`src/rtl/fpoll_pkg.sv`:
```
package fpoll_pkg;
  typedef enum logic [2:0] {
    ST_IDLE, ST_POLL, ST_SETTLE, ST_FINAL, ST_CONF1, ST_CONF2
  } pollState_t;

  // strobes from control to datapath
  typedef struct packed {
    logic load;       // latch request, clear counters and history
    logic tmoTick;    // advance polling budget
    logic settleClr;  // restart settle counter
    logic settleTick; // advance settle counter
    logic notePrev;   // remember toggle bit of this read
    logic markBad;    // first confirmation read failed
  } dpCtl_t;
endpackage

```
`src/rtl/fpoll_dpath.sv`:
```
module fpoll_dpath
  import fpoll_pkg::*;
#(
  parameter int DATA_W     = 16,
  parameter int ADDR_W     = 22,
  parameter int TMO_CYC    = 4096,
  parameter int SETTLE_CYC = 50,
  parameter int POLL_BIT   = 7,
  parameter int TOG_BIT    = 6
) (
  input  logic              clk,
  input  logic              rstN,
  input  dpCtl_t            ctl,
  input  logic              eraseIn,
  input  logic              toggleIn,
  input  logic [DATA_W-1:0] expIn,
  input  logic [ADDR_W-1:0] addrIn,
  input  logic [DATA_W-1:0] rdData,
  output logic [ADDR_W-1:0] rdAddr,
  output logic              statusDone,
  output logic              wordOk,
  output logic              tmoHit,
  output logic              settleDone,
  output logic              badSeen
);
  localparam int TW = $clog2(TMO_CYC + 1);
  localparam int SW = $clog2(SETTLE_CYC + 1);

  logic [DATA_W-1:0] expReg;
  logic [ADDR_W-1:0] addrReg;
  logic              eraseReg, toggleReg, prevTog, havePrev, badReg;
  logic [TW-1:0]     tmoCnt;
  logic [SW-1:0]     settleCnt;

  always_ff @(posedge clk or negedge rstN) begin
    if (!rstN) begin
      expReg    <= '0;
      addrReg   <= '0;
      eraseReg  <= 1'b0;
      toggleReg <= 1'b0;
      prevTog   <= 1'b0;
      havePrev  <= 1'b0;
      badReg    <= 1'b0;
      tmoCnt    <= '0;
      settleCnt <= '0;
    end else if (ctl.load) begin
      expReg    <= expIn;
      addrReg   <= addrIn;
      eraseReg  <= eraseIn;
      toggleReg <= toggleIn;
      havePrev  <= 1'b0;
      badReg    <= 1'b0;
      tmoCnt    <= '0;
    end else begin
      if (ctl.tmoTick && !tmoHit) tmoCnt <= tmoCnt + 1'b1;
      if (ctl.notePrev) begin
        prevTog  <= rdData[TOG_BIT];
        havePrev <= 1'b1;
      end
      if (ctl.settleClr) settleCnt <= '0;
      else if (ctl.settleTick && !settleDone) settleCnt <= settleCnt + 1'b1;
      if (ctl.markBad) badReg <= 1'b1;
    end
  end

  logic [DATA_W-1:0] target;
  logic              pollWant;
  always_comb begin
    target   = eraseReg ? '1 : expReg;
    pollWant = eraseReg ? 1'b1 : expReg[POLL_BIT];
    wordOk   = (rdData == target);
    if (toggleReg) statusDone = havePrev && (rdData[TOG_BIT] == prevTog);
    else           statusDone = (rdData[POLL_BIT] == pollWant);
  end

  assign tmoHit     = (tmoCnt == TW'(TMO_CYC - 1));
  assign settleDone = (settleCnt == SW'(SETTLE_CYC - 1));
  assign badSeen    = badReg;
  assign rdAddr     = addrReg;

  // polling budget counter never runs past its limit
  p_tmo_bound_r10: assert property (@(posedge clk) disable iff (!rstN)
    tmoCnt <= TW'(TMO_CYC - 1));
  // settle counter stays within its window
  p_settle_bound_r6: assert property (@(posedge clk) disable iff (!rstN)
    settleCnt <= SW'(SETTLE_CYC - 1));
endmodule

```
`src/rtl/fpoll_ctrl.sv`:
```
module fpoll_ctrl
  import fpoll_pkg::*;
(
  input  logic   clk,
  input  logic   rstN,
  input  logic   startPulse,
  input  logic   rdValid,
  input  logic   statusDone,
  input  logic   wordOk,
  input  logic   tmoHit,
  input  logic   settleDone,
  input  logic   badSeen,
  output dpCtl_t ctl,
  output logic   rdReq,
  output logic   donePulse,
  output logic   errPulse
);
  pollState_t state, nxt;
  logic       setDone, setErr;

  always_comb begin
    nxt     = state;
    ctl     = '0;
    setDone = 1'b0;
    setErr  = 1'b0;
    case (state)
      ST_IDLE: if (startPulse) begin
        ctl.load = 1'b1;
        nxt      = ST_POLL;
      end
      ST_POLL: begin
        ctl.tmoTick = 1'b1;
        if (tmoHit) begin
          setErr = 1'b1;
          nxt    = ST_IDLE;
        end else if (rdValid) begin
          ctl.notePrev = 1'b1;
          if (statusDone) begin
            ctl.settleClr = 1'b1;
            nxt           = ST_SETTLE;
          end
        end
      end
      ST_SETTLE: begin
        ctl.settleTick = 1'b1;
        if (settleDone) nxt = ST_FINAL;
      end
      ST_FINAL: if (rdValid) begin
        if (wordOk) begin
          setDone = 1'b1;
          nxt     = ST_IDLE;
        end else nxt = ST_CONF1;
      end
      ST_CONF1: if (rdValid) begin
        if (!wordOk) ctl.markBad = 1'b1;
        nxt = ST_CONF2;
      end
      ST_CONF2: if (rdValid) begin
        if (wordOk && !badSeen) setDone = 1'b1;
        else                    setErr  = 1'b1;
        nxt = ST_IDLE;
      end
      default: nxt = ST_IDLE;
    endcase
  end

  always_ff @(posedge clk or negedge rstN) begin
    if (!rstN) begin
      state     <= ST_IDLE;
      donePulse <= 1'b0;
      errPulse  <= 1'b0;
    end else begin
      state     <= nxt;
      donePulse <= setDone;
      errPulse  <= setErr;
    end
  end

  assign rdReq = (state == ST_POLL) || (state == ST_FINAL) ||
                 (state == ST_CONF1) || (state == ST_CONF2);

  // result pulses are exclusive and one cycle wide
  p_excl_r11: assert property (@(posedge clk) disable iff (!rstN)
    !(donePulse && errPulse));
  p_done_once_r11: assert property (@(posedge clk) disable iff (!rstN)
    donePulse |=> !donePulse);
  p_err_once_r11: assert property (@(posedge clk) disable iff (!rstN)
    errPulse |=> !errPulse);
  // the final read starts only once the settle window has run out
  p_settle_r6: assert property (@(posedge clk) disable iff (!rstN)
    (state == ST_FINAL && $past(state) == ST_SETTLE) |-> $past(settleDone));
  // a done result always follows a read that matched the target
  p_done_match_r7: assert property (@(posedge clk) disable iff (!rstN)
    donePulse |-> $past(rdValid && wordOk));
endmodule

```
`src/rtl/flash_done_poller.sv`:
```
module flash_done_poller
  import fpoll_pkg::*;
#(
  parameter int DATA_W     = 16,
  parameter int ADDR_W     = 22,
  parameter int TMO_CYC    = 4096,
  parameter int SETTLE_CYC = 50,
  parameter int POLL_BIT   = 7,
  parameter int TOG_BIT    = 6
) (
  input  logic              clk,
  input  logic              rstN,
  input  logic              startPulse,
  input  logic              eraseMode,
  input  logic              toggleMode,
  input  logic [DATA_W-1:0] expData,
  input  logic [ADDR_W-1:0] tgtAddr,
  output logic              rdReq,
  output logic [ADDR_W-1:0] rdAddr,
  input  logic [DATA_W-1:0] rdData,
  input  logic              rdValid,
  output logic              donePulse,
  output logic              errPulse
);
  dpCtl_t ctl;
  logic   statusDone, wordOk, tmoHit, settleDone, badSeen;

  fpoll_ctrl u_ctrl (
    .clk, .rstN, .startPulse, .rdValid, .statusDone, .wordOk, .tmoHit,
    .settleDone, .badSeen, .ctl, .rdReq, .donePulse, .errPulse
  );

  fpoll_dpath #(
    .DATA_W(DATA_W), .ADDR_W(ADDR_W), .TMO_CYC(TMO_CYC),
    .SETTLE_CYC(SETTLE_CYC), .POLL_BIT(POLL_BIT), .TOG_BIT(TOG_BIT)
  ) u_dpath (
    .clk, .rstN, .ctl, .eraseIn(eraseMode), .toggleIn(toggleMode),
    .expIn(expData), .addrIn(tgtAddr), .rdData, .rdAddr, .statusDone,
    .wordOk, .tmoHit, .settleDone, .badSeen
  );

  // the address is held for the whole of a pending read
  p_addr_hold_r2: assert property (@(posedge clk) disable iff (!rstN)
    (rdReq && $past(rdReq)) |-> $stable(rdAddr));
endmodule

```
`config.mk`:
```
export PLATFORM = sky130hd
export DESIGN_NAME = flash_done_poller
export DESIGN_NICKNAME = d
export VERILOG_FILES = /design/src/rtl/fpoll_pkg.sv /design/src/rtl/fpoll_dpath.sv /design/src/rtl/fpoll_ctrl.sv /design/src/rtl/flash_done_poller.sv
export SDC_FILE = /design/constraint.sdc
export NUM_CORES = 1
export LEC_CHECK = 0
export ABC_CLOCK_PERIOD_IN_PS = 3100
export CAP_MARGIN = 20
export CORE_ASPECT_RATIO = 1.75
export CORE_MARGIN = 3
export CORE_UTILIZATION = 39
export CTS_CLUSTER_DIAMETER = 150
export DETAILED_ROUTE_END_ITERATION = 10
export PLACE_DENSITY_LB_ADDON = 0.1
export SLEW_MARGIN = 20
export SYNTH_ARGS = -nofsm -noshare
export SYNTH_HDL_FRONTEND = slang
export SYNTH_SLANG_ARGS = --single-unit
export TNS_END_PERCENT = 50
```
`constraint.sdc`:
```
create_clock -name clk -period 3.1 [get_ports clk]
set_clock_uncertainty 0.1 [all_clocks]
set_input_delay 0.62 -clock clk [delete_from_list [all_inputs] [get_ports clk]]
set_output_delay 0.62 -clock clk [all_outputs]
set_load 0.005 [all_outputs]
```
==> results.md, run 1 <==
- Cells after Synth: 383
- DRC Markers: 0
- Final period util: 0.7910
- Sequential fraction of the synthesis area: 0.4965
- Clock Latency Late Sink: 0.33 ns
- Global-route wire length before repair: 13.54 mm
- Port bufs: 84
- Normalized max-slew margin: 0.5179
- Synth top cells by count: 148 x nand2_1, 67 x dfrtp_1, 18 x nor2_1
- Vias post-DR: 2,879
- Reg clk slew, reported paths: 0.05 ns
- Number of synthesized flops with an enable pin: 0
- Max-capacitance violation count: 0
- Worst path buffer plus inverter count: 2
- Final setup viols: 0
- Ports: 85
- First-pass DRT Iterations: 4
- Worst Setup Start Kind: flip-flop
- Clock share of power: 0.232
- Largest net degree at the start of global routing: 68
- Initial antenna violation count: 0
- Initial Utilization: 0.4036
- Top cells by area, synth: dfrtp_1 50%, nand2_1 16%, xor2_1 2.9%
- Fill count: 815
- Number of global-route vias before repair: 2,855
- Area leader, netlist: dfrtp_1
- Crit path DAT: 1.73 ns
- Peak VDD IR: 0.4153 mV
- Worst-margin pin slew: 0.7231 ns
- Peak Freq: 407.8 MHz
- Placed Instance Area: 4335 um^2
- Min Tclk post-route: 2.452 ns
- Cell Rows: 44
- Required time worst endpoint: 2.38 ns
- CTS Sinks: 67
- Syn Area/Cell: 8.817 um^2
- Iteration-0 DRC Markers: 153
- Most used DFF post-synth: dfrtp_1
- Synth-to-Final Area Change: 35.75%
- Cts repair resizes: 0
- Die area: 9855 um^2
- Hold-fix buffers, CTS: 0
- Worst min-delay path category: input port to async pin
- Design area: 4584 um^2
- Count leader, synth: nand2_1
- Post-synth net total: 446
- TritonCTS Buffers: 9
- Sw Ratio: 0.3543
- R2r setup slk: 0.81 ns
- CP endpoint kind: primary output
- Pwr/cell area: 827.6 nW/um^2
- Fin nets: 530
- Slowest cell on crit path: clkdlybuf4s50_1
- Yosys warns: 0
- Die Width: 76.34 um
- Reg power frac: 0.401
- Die height: 129.1 um
- Critical path class: flip-flop to primary output
- WL final: 8.173 mm
- # diodes: 0
- Post-CTS setup buffer count: 0
- Synth cell types: 44
- Cell Area, Synth: 3377 um^2
- RSZ-0062 raised after global routing: no
- CP Launch Point: u_ctrl.state[0]
- Vias/cell: 4.921
- Htree depth: 3
- Status: finished, final reports clean
- Async set or reset register ratio after synthesis: 1.000
- CTS tree: yes
- Sw Pwr: 1344 uW
- RD Place Congestion: 0.8403
- Avg WL per Cell: 13.97 um
- Delay-heaviest family, CP: buffers and inverters
- FF+latch count, synth: 67
- Remaining antenna violation count: 0
- Post-layout util: 0.5478
- Core Area: 8368 um^2
- Combinational power share: 0.367
- Total Routing Usage GR: 0.1725
- Slowest stage delay, CP: 0.54 ns
- Longest Clk Path Bufs: 2
- Slew Limit Fails: 0
- Total power: 3794 uW
- Synth top area share: 0.4965
- Final hold violation count: 0
- HPWL after DPL: 5.687 mm
- Internal: 2450 uW
- CP Cell Sequence: inv_1 > o21ai_0 > clkdlybuf4s50_1
- Share of layout cells above drive strength 1: 0.05957
- Root buf cell: clkbuf_16
- Static leakage: 0.002078 uW
- Setup_tns: 0 ns
- Reg2reg start: u_dpath.tmoCnt[0]
- Worst Path Max Fanout: 11
- Total grt overflow: 0
-- cells by family (layout without fill, tap and decap cells) --
kind of cell | count (synthesis) | count (layout) | synth area share
multiplexers | 4 | 4 | 0.01260
AO/OA/AOI/OAI | 44 | 44 | 0.09745
adder cells (fa/ha/maj) | 3 | 3 | 0.01112
XOR/XNOR | 19 | 19 | 0.04928
AND/OR/NAND/NOR | 226 | 226 | 0.3057
buffers and inverters | 20 | 107 | 0.02742
flip-flops | 67 | 67 | 0.4965
-- per-stage QoR --
stage / std cells / hold WS, ns / setup slack (ns)
6_report: 585 / 0.1996 / 0.6479
5_1_grt: 585 / 0.2247 / 0.5821
4_1_cts: 585 / 0.2267 / 0.6309
3_5_place_dp: 571 / 0.3608 / 0.5026
3_3_place_gp: 571 / 0.3578 / 0.5649
2_1_floorplan: 383 / 0.2244 / 1.054
-- power by group through the flow --
stage	clock network, uW	registers (uW)	logic [uW]
after floorplan	0	1440	880
after global placement	0	1510	1390
after detailed placement	0	1530	1420
after CTS	909	1520	1430
after global routing	943	1570	1580
final	881	1520	1390
-- cells in the final DEF (no fill, tap or decap), types with 6 or more instances in the layout --
cell type,synthesis,final
nor2_1,18,18
xnor2_1,8,8
nand3_1,14,14
nand2b_1,6,6
clkdlybuf4s50_1,0,83
nand4_1,7,7
or3_1,8,8
o41ai_1,7,7
inv_1,6,6
clkbuf_16,0,9
xor2_1,11,11
dfrtp_1,67,67
a21oi_1,14,14
nand2_1,148,148
o21ai_0,9,9
-- final cells by class --
class	count	area, um^2	area share
inverters	6	22.52	0.004913
clock buffers	10	229.0	0.04995
multi-input cells	296	1609	0.3510
well taps	115	143.9	0.03139
flip-flops and latches	67	1677	0.3657
repair buffers	87	883.3	0.1927
clock inverters	4	20.02	0.004367
-- final timing paths --
check | end | cells after the start
worst max-delay path | rdReq | 3
worst min-delay path | u_dpath.settleCnt[4] | 2
worst max register to register | u_ctrl.state[0] | 6
worst min register to register | u_dpath.rdAddr[8] | 2
max in group asynchronous | u_dpath.expReg[13] | 2
min in group clk | u_dpath.rdAddr[8] | 2
-- per-layer routing --
| layer | part of all wire | wire [um] | up-vias | track usage |
|---|---|---|---|---|
| met5 | 0 | 0 | - | 0 |
| met4 | 0.016 | 128 | 0 | 0.07471 |
| met3 | 0.041 | 337 | 9 | 0.04451 |
| met2 | 0.54 | 4394 | 57 | 0.3017 |
| met1 | 0.41 | 3311 | 1352 | 0.1997 |
| li1 | - | - | 1461 | - |
-- sequential cells by signal (all words and copies together) (netlist names) --
signal	count
u_ctrl.donePulse	1
u_dpath.prevTog	1
u_ctrl.errPulse	1
u_dpath.tmoCnt	13
u_dpath.rdAddr	22
u_dpath.settleCnt	6
u_dpath.eraseReg	1
u_dpath.expReg	16
u_dpath.toggleReg	1
u_ctrl.state	3
u_dpath.havePrev	1
u_dpath.badSeen	1
-- worst register-to-register path, delay by kind of cell (launching register included) --
family                   cells  cell delay, ns
AO/OA/AOI/OAI                2            0.65
flip-flops                   1            0.40
multiplexers                 1            0.34
AND/OR/NAND/NOR              2            0.43
adder cells (fa/ha/maj)      1            0.25
(Power assumes the default switching activity.)
==> run 2: changes to the inputs <==
- ABC_CLOCK_PERIOD_IN_PS: 3100 -> 2550
- clock period: 3.1 -> 2.55 ns (I/O delays scaled with it)
==> results.md, run 2 (synthesis gave the netlist of run 1 again) <==
- R2r worst-path depth: 5
- FF-to-FF End: u_ctrl.donePulse
- Post-CTS setup buffer count: 0
- Required time worst endpoint: 1.94 ns
- Worst Path Max Fanout: 11
- Most frequent cells in the layout: 148 x nand2_1, 83 x clkdlybuf4s50_1, 67 x dfrtp_1
- Final Worst Setup Slack: 0.1845 ns
- Placed Instance Area: 4353 um^2
- Reg power frac: 0.387
- Max-capacitance violation count: 0
- Max reg flops: 22
- WL final: 8.233 mm
- Share of layout cells above drive strength 1: 0.06737
- Design area: 4648 um^2
- TritonCTS Buffers: 9
- Reg clk slew, reported paths: 0.05 ns
- Crit path DAT: 1.76 ns
- Cts repair resizes: 0
- Setup_tns: 0 ns
- CP endpoint kind: primary output
- Number of global-route vias before repair: 2,965
- CP Launch Point: u_ctrl.state[0]
- Initial antenna violation count: 0
- Reg2reg start: u_dpath.eraseReg
- Normalized max-slew margin: 0.5092
- Slowest cell on crit path: clkdlybuf4s50_1
- Total grt overflow: 0
- Initial Utilization: 0.4036
- CP Cell Sequence: inv_1 > o21ai_0 > clkdlybuf4s50_1
- Htree depth: 3
- Clock Latency Late Sink: 0.33 ns
- Hold WS: 0.07571 ns
- Remaining antenna violation count: 0
- RSZ-0062 raised after global routing: no
- Sw Pwr: 1631 uW
- Hold-fix buffers, CTS: 0
- Vias post-DR: 2,941
- Combinational power share: 0.356
- Die height: 129.1 um
- Fin nets: 534
- Worst Setup Start Kind: flip-flop
- Core Area: 8368 um^2
- CTS tree: yes
- Port bufs: 84
- Slowest stage delay, CP: 0.54 ns
- Min Tclk post-route: 2.365 ns
- Critical path class: flip-flop to primary output
- DRC Markers: 0
- RD Place Congestion: 0.8028
- Status: finished, final reports clean
- # diodes: 0
- Avg WL per Cell: 13.95 um
- Worst-margin pin slew: 0.7362 ns
- Pwr/cell area: 1028 nW/um^2
- R2r setup slk: 0.27 ns
- Ports: 85
- Global-route wire length before repair: 13.62 mm
- Peak Freq: 422.8 MHz
- Peak VDD IR: 0.5203 mV
- Die Width: 76.34 um
- Final period util: 0.9276
- Largest net degree at the start of global routing: 42
- Final hold violation count: 0
- Sw Ratio: 0.3412
- Static leakage: 0.002112 uW
- Iteration-0 DRC Markers: 101
- Vias/cell: 4.985
- Die area: 9855 um^2
- First-pass DRT Iterations: 5
- Cell Rows: 44
- HPWL after DPL: 5.991 mm
- Most common cell after layout, fill and taps aside: nand2_1
- CTS Sinks: 67
- Crit path to: rdReq
- Dpl ws: 0.08084 ns
- Final setup viols: 0
- Root buf cell: clkbuf_16
- Total Routing Usage GR: 0.1753
- Slew Limit Fails: 0
- Internal: 3149 uW
- Longest Clk Path Bufs: 2
- Worst min-delay path category: input port to async pin
- Clock share of power: 0.257
- Synth-to-Final Area Change: 37.64%
[run 2: changes by cell type in the layout (fill, tap and decap cells not counted), sizes merged]
cell / previous run / this run
clkinv: 4 / 1
bufinv: 0 / 1
buf: 4 / 8
clkbuf: 10 / 13
[run 2: through the flow]
stage / utilization / power, uW / instances
6_report: 0.5555 / 4780 / 590
5_1_grt: 0.5555 / 5157 / 590
4_1_cts: 0.5555 / 4866 / 590
3_5_place_dp: 0.5202 / 3601 / 575
3_3_place_gp: 0.5202 / 3545 / 575
2_1_floorplan: - / 2820 / 383
[run 2: layout make-up]
| class | instances | area [um^2] |
|---|---|---|
| Timing Repair Buffer | 91 | 900.9 |
| Clock buffer | 13 | 260.3 |
| Clock inverter | 2 | 35.03 |
| Inverter | 6 | 22.52 |
| Fill cell | 772 | 3720 |
| Multi-Input combinational cell | 296 | 1609 |
| Sequential cell | 67 | 1677 |
| Tap cell | 115 | 143.9 |
[run 2: how the worst min path moves through the flow]
stage,end,slack [ns]
5_1_grt,u_dpath.havePrev,0.11
3_3_place_gp,u_dpath.rdAddr[7],0.36
2_1_floorplan,u_ctrl.donePulse,0.11
4_1_cts,u_dpath.havePrev,0.09
6_report,u_dpath.expReg[6],0.08
3_5_place_dp,u_dpath.rdAddr[11],0.36
[run 2: layer usage]
layer	vias to the layer above	GRT usage	routed length, um	share of wire
li1	1475	-	-	-
met5	-	0	0	0
met1	1400	0.1986	3371	0.41
met3	16	0.03964	299	0.036
met4	0	0.09925	197	0.024
met2	50	0.3048	4364	0.53
[run 2: critical path: cells and delay by family, from the launching register on]
family                 cells  cell delay (ns)
AOI/OAI and AO/OA          1             0.24
DFF                        1             0.51
buffers and inverters      2             0.67
[run 2: power by group through the flow]
stage	logic [uW]	registers, uW	clock network (uW)
final	1700	1850	1230
after global routing	1920	1920	1320
after CTS	1750	1850	1270
after detailed placement	1740	1860	0
after global placement	1700	1850	0
after floorplan	1070	1750	0
